### src/rtl/hpt_pkg.sv
package hpt_pkg;
  localparam logic [31:0] REF_BIT    = 32'h0000_0100;
  localparam logic [31:0] CHG_BIT    = 32'h0000_0080;
  localparam logic [31:0] AGREE_MASK = 32'hFFFF_F07B;
  localparam logic [31:0] TAG_MASK   = 32'h7FFF_FFBF;

  typedef enum logic [2:0] {
    ST_HIT      = 3'd0,
    ST_MISS     = 3'd1,
    ST_PROT     = 3'd2,
    ST_NOEXEC   = 3'd3,
    ST_DIRECT   = 3'd4,
    ST_CONFLICT = 3'd5
  } walk_status_e;

  function automatic logic prot_key(input logic [31:0] seg, input logic user);
    return (seg[29] && user) || (seg[30] && !user);
  endfunction

  function automatic logic [31:0] primary_hash(input logic [23:0] vsid, input logic [15:0] pidx);
    logic [31:0] mix;
    mix = {8'h00, vsid ^ {8'h00, pidx}};
    return (mix & 32'h0007_FFFF) << 6;
  endfunction

  function automatic logic [31:0] secondary_hash(input logic [31:0] h);
    return ~h & 32'h01FF_FFC0;
  endfunction

  function automatic logic [31:0] group_addr(input logic [31:0] cfg, input logic [31:0] h);
    logic [31:0] mask;
    mask = {7'd0, cfg[8:0], 16'hFFC0};
    return {cfg[31:16], 16'h0000} | (h & mask);
  endfunction

  function automatic logic [31:0] compare_tag(input logic [23:0] vsid, input logic [15:0] pidx);
    return {1'b0, vsid, 1'b0, pidx[15:10]};
  endfunction

  function automatic logic entry_hit(input logic [31:0] w0, input logic [31:0] tag, input logic pass);
    return w0[31] && (w0[6] == pass) && ((w0 & TAG_MASK) == tag);
  endfunction

  // returns {read_allowed, write_allowed}
  function automatic logic [1:0] pp_rights(input logic [1:0] pp, input logic key);
    if (!key) return {1'b1, pp != 2'd3};
    case (pp)
      2'd0:    return 2'b00;
      2'd2:    return 2'b11;
      default: return 2'b10;
    endcase
  endfunction
endpackage

### src/rtl/hpt_addr_gen.sv
module hpt_addr_gen import hpt_pkg::*; (
  input  logic [31:0] seg_word,
  input  logic [15:0] pidx,
  input  logic [31:0] cfg,
  input  logic        user,
  output logic        key,
  output logic [31:0] grp_pri,
  output logic [31:0] grp_sec,
  output logic [31:0] tag
);
  logic [31:0] h_pri;

  always_comb begin
    key     = prot_key(seg_word, user);
    h_pri   = primary_hash(seg_word[23:0], pidx);
    grp_pri = group_addr(cfg, h_pri);
    grp_sec = group_addr(cfg, secondary_hash(h_pri));
    tag     = compare_tag(seg_word[23:0], pidx);
  end
endmodule

### src/rtl/hpt_rights.sv
module hpt_rights import hpt_pkg::*; (
  input  logic [31:0] word1,
  input  logic        key,
  input  logic        is_write,
  output logic        rd_ok,
  output logic        wr_ok,
  output logic        fault,
  output logic [31:0] new_word1,
  output logic        need_wb
);
  logic [1:0] rights;

  always_comb begin
    rights    = pp_rights(word1[1:0], key);
    fault     = is_write ? !rights[0] : !rights[1];
    rd_ok     = rights[1];
    wr_ok     = rights[0] && (is_write || word1[7]);
    new_word1 = word1 | REF_BIT | (is_write ? CHG_BIT : 32'd0);
    need_wb   = (new_word1 != word1);
  end
endmodule

### src/rtl/hpt_walker.sv
module hpt_walker import hpt_pkg::*; #(
  parameter int unsigned NUM_SEGS      = 16,
  parameter int unsigned GROUP_ENTRIES = 8
) (
  input  logic                  clk,
  input  logic                  rst_n,
  input  logic                  req_valid,
  input  logic [31:0]           req_ea,
  input  logic                  req_write,
  input  logic                  req_fetch,
  input  logic                  req_user,
  input  logic [NUM_SEGS*32-1:0] seg_regs,
  input  logic [31:0]           table_cfg,
  output logic                  busy,
  output logic                  mem_rd,
  output logic                  mem_wr,
  output logic [31:0]           mem_addr,
  output logic [31:0]           mem_wdata,
  input  logic [31:0]           mem_rdata,
  output logic                  done,
  output logic [2:0]            res_status,
  output logic [19:0]           res_ppn,
  output logic                  res_rd_ok,
  output logic                  res_wr_ok
);
  localparam int unsigned SEG_SEL_W = $clog2(NUM_SEGS);
  localparam int unsigned IDX_W     = $clog2(GROUP_ENTRIES);
  localparam logic [IDX_W-1:0] LAST_IDX = IDX_W'(GROUP_ENTRIES - 1);

  typedef enum logic [2:0] {S_IDLE, S_RD0, S_RD1, S_EVAL, S_DECIDE, S_WB, S_DONE} walk_state_e;

  walk_state_e  state;
  logic [31:0]  seg_arr [NUM_SEGS];
  logic [31:0]  sel_seg;
  logic [15:0]  q_pidx;
  logic [31:0]  q_seg, q_cfg, q_keep;
  logic         q_write, q_user, q_pass, q_w0_hit, q_found, q_conflict;
  logic [IDX_W-1:0] q_idx, q_kidx;
  walk_status_e r_status;
  logic [19:0]  r_ppn;
  logic         r_rd, r_wr;
  logic         unused_ea;

  for (genvar g = 0; g < NUM_SEGS; g++) begin : g_seg
    assign seg_arr[g] = seg_regs[g*32 +: 32];
  end
  assign sel_seg   = seg_arr[req_ea[31 -: SEG_SEL_W]];
  assign unused_ea = ^req_ea[11:0];

  // named events for the assertions
  logic accept, go_direct, go_noexec, w0_hit, w1_agree, last_slot;
  logic key, a_fault, a_rd_ok, a_wr_ok, a_need_wb;
  logic [31:0] grp_pri, grp_sec, tag, cur_grp, slot_addr, new_word1;

  assign accept    = req_valid && (state == S_IDLE);
  assign go_direct = sel_seg[31];
  assign go_noexec = req_fetch && sel_seg[28];
  assign last_slot = (q_idx == LAST_IDX);

  hpt_addr_gen u_addr (
    .seg_word(q_seg), .pidx(q_pidx), .cfg(q_cfg), .user(q_user),
    .key(key), .grp_pri(grp_pri), .grp_sec(grp_sec), .tag(tag)
  );

  hpt_rights u_rights (
    .word1(q_keep), .key(key), .is_write(q_write),
    .rd_ok(a_rd_ok), .wr_ok(a_wr_ok), .fault(a_fault),
    .new_word1(new_word1), .need_wb(a_need_wb)
  );

  assign cur_grp   = q_pass ? grp_sec : grp_pri;
  assign slot_addr = cur_grp + 32'({q_idx, 3'b000});
  assign w0_hit    = entry_hit(mem_rdata, tag, q_pass);
  assign w1_agree  = ((q_keep ^ mem_rdata) & AGREE_MASK) == 32'd0;

  always_comb begin
    mem_rd    = (state == S_RD0) || (state == S_RD1);
    mem_wr    = (state == S_WB);
    mem_wdata = new_word1;
    case (state)
      S_RD1:   mem_addr = slot_addr | 32'd4;
      S_WB:    mem_addr = (cur_grp + 32'({q_kidx, 3'b000})) | 32'd4;
      default: mem_addr = slot_addr;
    endcase
  end

  assign busy       = (state != S_IDLE);
  assign done       = (state == S_DONE);
  assign res_status = r_status;
  assign res_ppn    = r_ppn;
  assign res_rd_ok  = r_rd;
  assign res_wr_ok  = r_wr;

  always_ff @(posedge clk or negedge rst_n) begin
    if (!rst_n) begin
      state <= S_IDLE;
      q_pidx <= '0; q_seg <= '0; q_cfg <= '0; q_keep <= '0;
      q_write <= 1'b0; q_user <= 1'b0; q_pass <= 1'b0; q_w0_hit <= 1'b0;
      q_found <= 1'b0; q_conflict <= 1'b0; q_idx <= '0; q_kidx <= '0;
      r_status <= ST_MISS; r_ppn <= '0; r_rd <= 1'b0; r_wr <= 1'b0;
    end else begin
      case (state)
        S_IDLE: if (accept) begin
          q_pidx <= req_ea[27:12]; q_seg <= sel_seg; q_cfg <= table_cfg;
          q_write <= req_write; q_user <= req_user;
          q_pass <= 1'b0; q_idx <= '0; q_found <= 1'b0; q_conflict <= 1'b0;
          if (go_direct || go_noexec) begin
            r_status <= go_direct ? ST_DIRECT : ST_NOEXEC;
            r_ppn <= '0; r_rd <= 1'b0; r_wr <= 1'b0;
            state <= S_DONE;
          end else begin
            state <= S_RD0;
          end
        end
        S_RD0: state <= S_RD1;
        S_RD1: begin
          q_w0_hit <= w0_hit;
          state <= S_EVAL;
        end
        S_EVAL: begin
          if (q_w0_hit) begin
            if (!q_found) begin
              q_found <= 1'b1; q_keep <= mem_rdata; q_kidx <= q_idx;
            end else if (!w1_agree) begin
              q_conflict <= 1'b1;
            end
          end
          if (last_slot) state <= S_DECIDE;
          else begin
            q_idx <= q_idx + IDX_W'(1);
            state <= S_RD0;
          end
        end
        S_DECIDE: begin
          r_ppn <= '0; r_rd <= 1'b0; r_wr <= 1'b0;
          if (!q_found && !q_pass) begin
            q_pass <= 1'b1; q_idx <= '0;
            state <= S_RD0;
          end else if (!q_found) begin
            r_status <= ST_MISS; state <= S_DONE;
          end else if (q_conflict) begin
            r_status <= ST_CONFLICT; state <= S_DONE;
          end else if (a_fault) begin
            r_status <= ST_PROT; state <= S_DONE;
          end else begin
            r_status <= ST_HIT; r_ppn <= q_keep[31:12];
            r_rd <= a_rd_ok; r_wr <= a_wr_ok;
            state <= a_need_wb ? S_WB : S_DONE;
          end
        end
        S_WB:   state <= S_DONE;
        S_DONE: state <= S_IDLE;
        default: state <= S_IDLE;
      endcase
    end
  end

  // ---------------- assertions ----------------
  a_r14_port_exclusive: assert property (@(posedge clk) disable iff (!rst_n)
    !(mem_rd && mem_wr));

  a_r8_wb_marks_ref: assert property (@(posedge clk) disable iff (!rst_n)
    mem_wr |-> (mem_wdata[8] && mem_addr[2:0] == 3'b100));

  a_r2_reads_in_table: assert property (@(posedge clk) disable iff (!rst_n)
    mem_rd |-> (mem_addr[31:25] == q_cfg[31:25]));

  a_r12_direct_fast: assert property (@(posedge clk) disable iff (!rst_n)
    (accept && go_direct) |=> (done && res_status == ST_DIRECT && !mem_rd));

  a_r11_noexec_fast: assert property (@(posedge clk) disable iff (!rst_n)
    (accept && !go_direct && go_noexec) |=> (done && res_status == ST_NOEXEC && !mem_rd));

  a_r13_done_pulse: assert property (@(posedge clk) disable iff (!rst_n)
    done |=> !done);

  a_r7_no_perm_on_fail: assert property (@(posedge clk) disable iff (!rst_n)
    (done && res_status != ST_HIT) |-> (!res_rd_ok && !res_wr_ok));

  a_r9_clean_read_no_write: assert property (@(posedge clk) disable iff (!rst_n)
    (state == S_DECIDE && q_found && !q_conflict && !a_fault && !q_write && !q_keep[7])
      |=> !res_wr_ok);
endmodule

### config.mk
export PLATFORM = sky130hd
export DESIGN_NAME = hpt_walker
export DESIGN_NICKNAME = d
export VERILOG_FILES = /design/src/rtl/hpt_pkg.sv /design/src/rtl/hpt_addr_gen.sv /design/src/rtl/hpt_rights.sv /design/src/rtl/hpt_walker.sv
export SDC_FILE = /design/constraint.sdc
export NUM_CORES = 1
export LEC_CHECK = 0
export BUFFER_PORTS_ARGS = -buffer_cell sky130_fd_sc_hd__buf_2
export CORE_AREA = 2 2 277 279
export CTS_CLUSTER_SIZE = 10
export DETAILED_ROUTE_END_ITERATION = 6
export DIE_AREA = 0 0 279 281
export SKIP_CTS_REPAIR_TIMING = 1
export SYNTH_ARGS = -nofsm -noshare
export SYNTH_HDL_FRONTEND = slang
export SYNTH_SLANG_ARGS = --single-unit
### constraint.sdc
create_clock -name clk -period 5 [get_ports clk]
set_input_delay 0.5 -clock clk [delete_from_list [all_inputs] [get_ports clk]]
set_output_delay 0.5 -clock clk [all_outputs]
set_load 0.005 [all_outputs]
==> out/qor.yml <==
synth.yosys.warnings: 0
die_height_um: 281
grt_pass1_vias: 9782
crit_required_ns: 5.38
peakVddDrop_mv: 0.285
crit_slowest_cell: "sky130_fd_sc_hd__mux4_1"
finalClockSkew_ns: 0.0201
grt_antenna_before_repair: 87
crit_fanout: 65
detailedRoute.firstIterationViolations: 744
synth_area_mm2: 0.0103
max_freq_ghz: 0.378
maximum_cell_stage_delay_along_the_critical_path_ns: 0.66
synthDistinctLibCells: 51
timing.final.max_slew_violations: 0
clock_sink_total: 139
synthCells: 865
detailroute.via_count: 9944
die_area_mm2: 0.0784
cpLargestDelayFamily: "compound AO/OA/AOI/OAI gates"
layout-drive-gt1-share_pct: 58.3
ioPinCount: 707
maxSlewHeadroom_pct: 28.6
setup.worst_path.class: "in -> reg"
vias_per_cell: 4.07
syn2layout_area_growth_pct: 44.0
grt_start_max_net_pins: 100
total_placed_instance_area_mm2: 0.0142
detailed_place_hpwl_um: 57300
wire_length_of_the_first_global_routing_pass_um: 85200
clkTransAtPathRegs_ns: 0.07
insertion_delay_ns: 0.45
drt_drc_violations_left: 0
final_worst_path_setup_slack_ns: 2.36
hold_path.class: "in -> async"
crit_path_start_kind: "primary input"
drv_cap: 0
grt_util_all_layers_pct: 16.3
cts-htree-levels: 4
arrival_ns: 3.02
gp_routability_congestion: 0.960
asyncSetResetFlopFracSynth_pct: 100
outcome: "complete, no violations"
fin_setup_tns_ns: 0
stdcell_area_mm2: 0.0148
floorplan.initialDensity_pct: 13.6
total_power_w: 0.00595
avgSynthCellArea_um2: 11.9
routed_wl_um: 65800
core.rowCount: 101
post_place_cells: 2379
cellPowerDensity_mw_per_mm2: 401
drt_pre_antenna_iters: 5
global_route_overflow: 0
io_buffers: 620
seq_area_mm2: 0.00348
report.final.hold_viol_count: 0
synth-main-ff-cell: "sky130_fd_sc_hd__dfrtp_1"
period_needed_ns: 2.64
clockBufferDepth: 2
synth_edf_count: 0
cts_root_buf: "sky130_fd_sc_hd__clkbuf_16"
pre_cts_slack_ns: 1.83
finalCritPeriodShare_pct: 52.8
timing_worst_slew_pin_value_ns: 1.07
die_w_um: 279
core_area_mm2: 0.0754
cts_made_buffers: 17
num-nets-final: 2036
final-instance-count-excl-fill: 2441
detail-route-antenna-nets: 0
layout.cells.most_common: "sky130_fd_sc_hd__buf_2"
static-leakage-power_nw: 7.03
setup_repair_after_global_routing_missed_its_margin: "no"
final-setup-viol-count: 0
avgRoutedWirePerCell_um: 26.9
multiInputGateArea_mm2: 0.00616
tritoncts_clock_tree: "yes"
kind_of_end_point_of_the_critical_path: "register"
synth.yosys.seq_area_share_pct: 33.8
final_cell_mix: "sky130_fd_sc_hd__buf_2, sky130_fd_sc_hd__nand2_1, sky130_fd_sc_hd__dfrtp_1"
critical_path.cell_chain: "clkbuf_8 > mux4_1 > nor2_1 > o32a_1 > a31o_4 > a22o_1"
synth_seq_cells: 139
nFillCells: 8323
critical_path.n_buffers_inverters: 1
-- logic make-up after synthesis --
| group | after synthesis | share of synthesized area, % |
|---|---|---|
| DFF | 139 | 33.8 |
| other | 2 | 0.0729 |
| AOI/OAI and AO/OA | 65 | 5.04 |
| and+or+nand+nor | 275 | 11.1 |
| xor gates and xnor gates | 93 | 7.91 |
| muxes | 182 | 35.3 |
| adders and majority gates | 2 | 0.243 |
| buffers and inverters | 107 | 6.59 |
-- Yosys cell counts (all sizes together) (4+ instances only) --
library cell	instances	share of area (%)
mux4	134	30
mux2i	4	0.39
inv	6	0.22
xnor2	80	6.8
nor4	5	0.30
clkbuf	27	0.98
buf	74	5.4
nand2	217	7.9
nor2	18	0.73
a22o	23	2.0
o21ai	9	0.44
dfrtp	138	34
nor3	5	0.29
a21o	11	0.80
xor2	13	1.1
nand4	13	0.79
mux2	44	4.8
-- worst paths after layout --
path                                 end  cells past startpoint  slack (ns)           from
min                            q_keep[2]                      1        0.15          rst_n
max                          res_ppn[17]                      6        2.36     req_ea[28]
min in group clk               q_pidx[3]                      3        0.24     req_ea[15]
max reg2reg                    q_cfg[29]                      5        2.45       state[0]
max in group asynchronous     q_keep[27]                      2        3.68          rst_n
min reg2reg                res_status[0]                      2        0.47  res_status[0]
-- power by group --
group	internal, W	total [W]	switching, W
logic	0.00126	0.00255	0.00129
clock network	0.000714	0.00133	0.000618
registers	0.00154	0.00207	0.000532
total	0.00351	0.00595	0.00244
-- flip-flops by register name (all words and copies together), names as in the netlist, 3 cells and up --
signal      cells
q_cfg          25
res_ppn        20
q_keep         32
state           3
q_idx           3
q_pidx         16
q_seg          26
q_kidx          3
res_status      3
-- metrics by stage --
stage	hold slack [ns]	utilization, %
4_1_cts	0.203	19.6
3_3_place_gp	0.460	18.8
2_1_floorplan	0.204	-
6_report	0.154	19.7
3_5_place_dp	0.456	18.8
5_1_grt	0.229	19.6
-- layer usage --
layer  up-vias  global-route usage, %  share of wire (%)
met5         -                      0               0.26
met4        26                   6.11                4.0
met3       150                   4.16                8.1
met2       601                   27.5                 49
met1      4857                   19.9                 39
li1       4310                      -                  -
-- cell type report --
cell class	instances	share of cell area (%)
multi-input combinational	620	41.6
sequential	139	23.5
timing repair buffer	636	22.0
tap	978	8.25
clock buffer	17	2.87
clock inverter	15	1.17
antenna	30	0.506
inverter	6	0.152
No activity file was read; power rests on OpenSTA's default activity.
